**config.mk**
```make
export PLATFORM = sky130hd
export DESIGN_NAME = cvt_bus_ctrl
export DESIGN_NICKNAME = d
export VERILOG_FILES = /design/src/rtl/cvt_pkg.sv /design/src/rtl/cvt_sync.sv /design/src/rtl/cvt_start_ctl.sv /design/src/rtl/cvt_result.sv /design/src/rtl/cvt_bus_ctrl.sv
export SDC_FILE = /design/constraint.sdc
export NUM_CORES = 1
export LEC_CHECK = 0
export CAP_MARGIN = 20
export CORE_ASPECT_RATIO = 1.25
export CORE_MARGIN = 3
export CORE_UTILIZATION = 40
export CTS_BUF_LIST = sky130_fd_sc_hd__clkbuf_4
export DETAILED_ROUTE_END_ITERATION = 16
export PLACE_DENSITY_LB_ADDON = 0.1
export SYNTH_ARGS = -nofsm -noshare
export SYNTH_HDL_FRONTEND = slang
export SYNTH_HIERARCHICAL = 1
export SYNTH_SLANG_ARGS = --single-unit
```
**constraint.sdc**
```tcl
create_clock -name clk -period 1.3 [get_ports clk]
set_input_delay 0.26 -clock clk [delete_from_list [all_inputs] [get_ports clk]]
set_output_delay 0.26 -clock clk [all_outputs]
set_load 0.02 [all_outputs]
```
**src/rtl/cvt_pkg.sv**
```systemverilog
package cvt_pkg;
  localparam int CODE_W_DEF   = 8;
  localparam int SYNC_DEF     = 2;
  localparam int CTRL_N       = 3;
  // Bit positions of the strobes inside the synchronized control vector
  localparam int IDX_CS = 2;
  localparam int IDX_WR = 1;
  localparam int IDX_RD = 0;
endpackage

```
**src/rtl/cvt_sync.sv**
```systemverilog
module cvt_sync #(
  parameter int W      = 3,
  parameter int STAGES = 2
) (
  input  logic         clk,
  input  logic         rst_n,
  input  logic [W-1:0] d,
  output logic [W-1:0] q
);
  logic [W-1:0] stg [STAGES];

  for (genvar g = 0; g < STAGES; g++) begin : g_stage
    if (g == 0) begin : g_first
      always_ff @(posedge clk or negedge rst_n)
        if (!rst_n) stg[g] <= '1;
        else        stg[g] <= d;
    end else begin : g_next
      always_ff @(posedge clk or negedge rst_n)
        if (!rst_n) stg[g] <= '1;
        else        stg[g] <= stg[g-1];
    end
  end

  assign q = stg[STAGES-1];
endmodule

```
**src/rtl/cvt_start_ctl.sv**
```systemverilog
module cvt_start_ctl (
  input  logic clk,
  input  logic rst_n,
  input  logic start_req,
  input  logic xfer,
  output logic hold,
  output logic launch,
  output logic busy
);
  logic release_now;

  // The request has gone away while the hold flop still reflects it
  assign release_now = hold & ~start_req;

  always_ff @(posedge clk or negedge rst_n)
    if (!rst_n) begin
      hold   <= 1'b0;
      launch <= 1'b0;
      busy   <= 1'b0;
    end else begin
      hold   <= start_req;
      launch <= release_now;
      if (start_req)        busy <= 1'b0;
      else if (release_now) busy <= 1'b1;
      else if (xfer)        busy <= 1'b0;
    end
endmodule

```
**src/rtl/cvt_result.sv**
```systemverilog
module cvt_result #(
  parameter int CODE_W = 8
) (
  input  logic              clk,
  input  logic              rst_n,
  input  logic              conv_done,
  input  logic [CODE_W-1:0] conv_code,
  input  logic              busy,
  input  logic              start_req,
  input  logic              rd_req,
  output logic              xfer,
  output logic [CODE_W-1:0] word_q,
  output logic              intr_n,
  output logic [CODE_W-1:0] dout,
  output logic              dout_oe
);
  logic xfer_d;
  logic flag;

  // A result counts only for a launched run that no restart has overtaken
  assign xfer = conv_done & busy & ~start_req;

  always_ff @(posedge clk or negedge rst_n)
    if (!rst_n) begin
      word_q <= '0;
      xfer_d <= 1'b0;
      flag   <= 1'b0;
    end else begin
      xfer_d <= xfer;
      if (xfer) word_q <= conv_code;
      if (start_req)   flag <= 1'b0;
      else if (xfer_d) flag <= 1'b1;
      else if (rd_req) flag <= 1'b0;
    end

  assign intr_n  = ~flag;
  assign dout_oe = rd_req;
  assign dout    = rd_req ? word_q : '0;
endmodule

```
**src/rtl/cvt_bus_ctrl.sv**
```systemverilog
module cvt_bus_ctrl
  import cvt_pkg::*;
#(
  parameter int CODE_W      = CODE_W_DEF,
  parameter int SYNC_STAGES = SYNC_DEF
) (
  input  logic              clk,
  input  logic              rst_n,
  input  logic              cs_n,
  input  logic              wr_n,
  input  logic              rd_n,
  input  logic              conv_done,
  input  logic [CODE_W-1:0] conv_code,
  output logic              seq_reset,
  output logic              seq_start,
  output logic              intr_n,
  output logic [CODE_W-1:0] dout,
  output logic              dout_oe
);
  logic [CTRL_N-1:0] ctl_s;
  logic              start_req;
  logic              rd_req;
  logic              busy;
  logic              xfer;
  logic [CODE_W-1:0] res_word;

  cvt_sync #(.W(CTRL_N), .STAGES(SYNC_STAGES)) u_sync (
    .clk   (clk),
    .rst_n (rst_n),
    .d     ({cs_n, wr_n, rd_n}),
    .q     (ctl_s)
  );

  assign start_req = ~ctl_s[IDX_CS] & ~ctl_s[IDX_WR];
  assign rd_req    = ~ctl_s[IDX_CS] & ~ctl_s[IDX_RD];

  cvt_start_ctl u_start (
    .clk       (clk),
    .rst_n     (rst_n),
    .start_req (start_req),
    .xfer      (xfer),
    .hold      (seq_reset),
    .launch    (seq_start),
    .busy      (busy)
  );

  cvt_result #(.CODE_W(CODE_W)) u_res (
    .clk       (clk),
    .rst_n     (rst_n),
    .conv_done (conv_done),
    .conv_code (conv_code),
    .busy      (busy),
    .start_req (start_req),
    .rd_req    (rd_req),
    .xfer      (xfer),
    .word_q    (res_word),
    .intr_n    (intr_n),
    .dout      (dout),
    .dout_oe   (dout_oe)
  );
endmodule

```
# Yosys cells after proc, flatten, opt, wreduce, memory -nomap -nowiden
# Cells that the tools add are included.
# W data, S select, Z words.
# totals
ram_bits	0
word_cells	27
inputBits	14
n_memories	0
rom_bits	0
ff_bits	19
latch_bits	0
# op_classes
muxes	7
eq_ne	0
shifts	0
magnitude_cmp	0
n_bitwise	10
n_addsub	0
n_mul	0
reduce_logical	2
div	0
# ops
cell	n
$mux W8	1
$mux W1	6
$reduce_bool A3 Y1	2
$and A1 B1 Y1	5
$not A1 Y1	5

# Depth between registers and ports, before layout
# logic_depth
ltp_word	7
mapped_depth	6
mapped_depth_nobuf	5

# By module
# The synthesis kept the hierarchy.
# by_module_without_submodules
mod	instances	cells_each	area_per_inst_um2	seq_area_each_um2
cvt_result	1	33	440.4	250.2
cvt_sync	1	9	180.2	157.7
cvt_start_ctl	1	7	97.6	75.1
cvt_bus_ctrl	1	2	7.5	0.0

# Worst setup path before layout
# OpenSTA, ideal clock, no wires.
# synth_path
path_kind	reg2reg
start	reg u_sync.stg (netlist bit u_sync/q[2])
end	reg u_res.word_q[0]
slack_ps	-83
setup_time_ps	125
t_required_ps	1175
synth_period_minus_slack_ps	1383
stages_incl_launch_ff	5
t_arrival_ps	1258
path_cell_list	dfstp_2 -> buf_4 -> nor2_1 -> nand3b_4 -> mux2_2
# synth_via
elab_chain_len	4
# synth_lines
item	line_no	rtl
from (decl)	cvt_sync.sv:10	logic [W-1:0] stg [STAGES];
from (signal, indexed assignment)	cvt_sync.sv:20	else stg[g] <= stg[g-1];
$not A1 Y1	cvt_bus_ctrl.sv:34	assign start_req = ~ctl_s[IDX_CS] & ~ctl_s[IDX_WR];
$and A1 B1 Y1	cvt_bus_ctrl.sv:34	
named net start_req	cvt_bus_ctrl.sv:21	logic start_req;
$not A1 Y1	cvt_result.sv:21	assign xfer = conv_done & busy & ~start_req;
$and A1 B1 Y1	cvt_result.sv:21	
to (signal assigned)	cvt_result.sv:30	if (xfer) word_q <= conv_code;
to (decl)	cvt_result.sv:12	output logic [CODE_W-1:0] word_q,
# The timed path passes the listed nets, and every way through them passes these cells.
# A chain may end at the register's enable or synchronous reset.

# Worst setup path in the final report
# layout_path
start	reg u_sync.stg (netlist bit u_sync/q[2])
end	out dout[0]
# layout_via
elab_chain_len	3
# layout_lines
item	line_no	rtl
$not A1 Y1	cvt_bus_ctrl.sv:35	assign rd_req = ~ctl_s[IDX_CS] & ~ctl_s[IDX_RD];
$and A1 B1 Y1	cvt_bus_ctrl.sv:35	
$mux W8	cvt_result.sv:38	assign dout = rd_req ? word_q : '0;
to (decl)	cvt_bus_ctrl.sv:17	output logic [CODE_W-1:0] dout,
# Every way passes these cells.

==> summary.md <==
| Metric | Value |
|---|---|
| Status | `finished with violations` |
| Failing checks | `setup timing` |
| Register area | `483 um^2` |
| Worst flop-to-flop path startpoint | `u_sync/q[2]` |
| Port Buf Inserts | `25` |
| Max_cap viols | `0` |
| Placed cell area | `998 um^2` |
| Internal power | `1.01 mW` |
| DIE WIDTH | `44.1 um` |
| Yosys Warn Count | `6` |
| Final WL | `1290 um` |
| Nets | `97` |
| Layout cells sized above 1 | `48.8%` |
| FMAX | `0.684 GHz` |
| Synth cell types | `11` |
| Die Ht | `53.6 um` |
| Post-Route Skew | `0.00304 ns` |
| Total track usage | `12.3%` |
| Switching share of power | `24.9%` |
| CP Launch Type | `register` |
| Vias per cell | `4.83` |
| Min cycle time layout | `1.46 ns` |
| Max-Slew Margin vs Limit | `80.8%` |
| Yosys top cell by area | `dfrtp_1` |
| Routed via count | `483` |
| Clock latency at the later pin of the worst-skew pair | `0.29 ns` |
| Clock power frac | `22.7%` |
| Net Count, Synth | `65` |
| Crit path max fanout | `10` |
| FF-to-FF End | `u_res/word_q[2]` |
| Vias in the first global route | `490` |
| Syn Inst Count | `51` |
| CP endpoint | `dout[0]` |
| Pwr dens | `1260 mW/mm^2` |
| CORE AREA | `0.00164 mm^2` |
| Kind of critical path | `register to output port` |
| CTS tree | `done` |
| Critical path capture point type | `output port` |
| I/O pins | `26` |
| RePlAce Congestion | `0.705` |
| Final setup fails | `18` |
| Slew @ Worst Pin | `0.288 ns` |
| Final WS setup | `-0.162 ns` |
| First-pass GRT wire length | `2030 um` |
| Residual DRC | `0` |
| Commonest non-fill, non-tap cells in the layout | `13 x clkdlybuf4s50_1, 13 x dfrtp_1, 8 x and2_1` |
| Number of clock sinks | `19` |
| RSZ-0062 raised after global routing | `yes` |
| Design area | `0.00106 mm^2` |
| Sequential power share | `55.1%` |
| # hold bufs at CTS | `0` |
| Initial antenna violation count | `0` |
| Placed Cells | `93` |
| Worst EP required | `1.04 ns` |
| H-tree depth | `1` |
| Worst hold path type | `primary input to async pin` |
| Synth top area share | `44.8%` |
| Syn Area/Cell | `14.2 um^2` |
| Cells on worst reg2reg path | `5` |
| CP arrival | `1.20 ns` |
| Reg clk slew, reported paths | `0.10 ns` |
| Min Hold Slack | `0.291 ns` |
| Initial Util | `44.2%` |
| Root Driver | `clkbuf_4` |
| Area grow syn2layout | `46.6%` |
| Fin. max-slew vios | `0` |
| Psw | `0.334 mW` |
| Multi-input logic area | `248 um^2` |
| Clk buf depth | `2` |
| # fillers | `141` |
| Final Hold Fails | `0` |
| Synth Cell Area | `726 um^2` |
| Portion of total power attributed to combinational logic | `22.2%` |
| CTS Buf Count | `3` |
| Final core utilization | `64.8%` |
| TritonRoute pass-1 iters | `2` |
| Largest net degree at the start of global routing | `20` |
| Maximum vdd drop | `0.757 mV` |
| Routed Antenna Nets | `0` |
| Final period utilization | `112%` |
| Initial drt markers | `3` |
| Register area share after synthesis | `66.6%` |
| Non-Filler Instances | `100` |
| Die footprint | `0.00236 mm^2` |
| Grt ovf | `0` |
| Worst Setup SP | `u_sync/q[2]` |
| N_diodes | `0` |
| Post-DP HPWL | `881 um` |
| Leak Pwr | `0.515 nW` |
| Avg WL per Cell | `12.9 um` |
| Reg2reg setup slack | `-0.12 ns` |
| Num rows | `16` |
| Biggest area contributors in the synthesized netlist | `dfrtp_1 45%, dfstp_2 22%, mux2_2 12%` |
| Flop and latch count out of synthesis | `19` |
==> registers in the layout, indices dropped and copies added, names as in the netlist <==
signal          count
u_start/hold        1
u_res/xfer_d        1
u_res/flag          1
u_start/launch      1
u_start/busy        1
u_sync/stg          3
u_sync/q            3
u_res/word_q        8
==> per-stage QoR <==
| step | power [mW] | setup TNS [ns] | setup slack (ns) |
|---|---|---|---|
| after global placement | 1.02 | -4.82 | -0.505 |
| after detailed placement | 1.03 | -5.24 | -0.547 |
| after CTS | 1.34 | -1.61 | -0.184 |
| after floorplan | 0.891 | 0 | 0.0324 |
| final | 1.34 | -2.14 | -0.162 |
| after global routing | 1.42 | -3.12 | -0.236 |
==> routing by layer <==
metal | track usage (%) | wire (um)
met5 | 0 | 0
met4 | 10.6 | 32
met3 | 2.01 | 92
met2 | 23.3 | 725
met1 | 11.1 | 434
==> Yosys cell counts (all sizes together) <==
cell type,instances
a21oi,2
nand3b,1
dfstp,6
nor2,3
and2,8
mux2,8
dfrtp,13
nand2b,2
buf,4
inv,4
==> power by group through the flow <==
| stage | clock network (mW) | registers [mW] | logic (mW) |
|---|---|---|---|
| floorplan | 0 | 0.731 | 0.160 |
| global placement | 0 | 0.738 | 0.283 |
| detailed placement | 0 | 0.743 | 0.288 |
| CTS | 0.321 | 0.736 | 0.280 |
| global route | 0.345 | 0.754 | 0.324 |
| finish | 0.304 | 0.738 | 0.298 |
==> what timing repair did <==
action / CTS / global route
cloned: 1 / 0
pin swaps: 1 / 0
endpoints found under the setup margin: 20 / 20
buffers inserted: 0 / 2
resized for setup: 50 / 8
==> how the worst min path moves through the flow <==
stage                   endpoint  slack, ns
finish                u_res/flag       0.29
global route        u_start/busy       0.29
CTS                   u_res/flag       0.29
detailed placement   u_sync/q[0]       0.35
global placement     u_sync/q[0]       0.35
floorplan             u_res/flag      -0.04
==> cell type report <==
| class | instances | area share, % |
|---|---|---|
| sequential | 19 | 45.4 |
| timing repair buffer | 30 | 24.9 |
| multi-input combinational | 25 | 23.3 |
| clock buffer | 4 | 2.82 |
| tap | 18 | 2.12 |
| inverter | 4 | 1.41 |
==> worst max-delay path: stages, from the launching register on <==
cell     delay [ns]
dfstp_2        0.57
nor2_4         0.06
and2_1         0.13
buf_2          0.15
==> cells by family (layout without fill, tap and decap cells) <==
group | Yosys count | count (layout) | synth area share (%)
AO/OA/AOI/OAI | 2 | 2 | 1.90
buffers and inverters | 8 | 38 | 6.21
multiplexers | 8 | 8 | 12.4
AND/OR/NAND/NOR | 14 | 15 | 12.9
flip-flops | 19 | 19 | 66.6
Power figures use the tool's default switching activity.
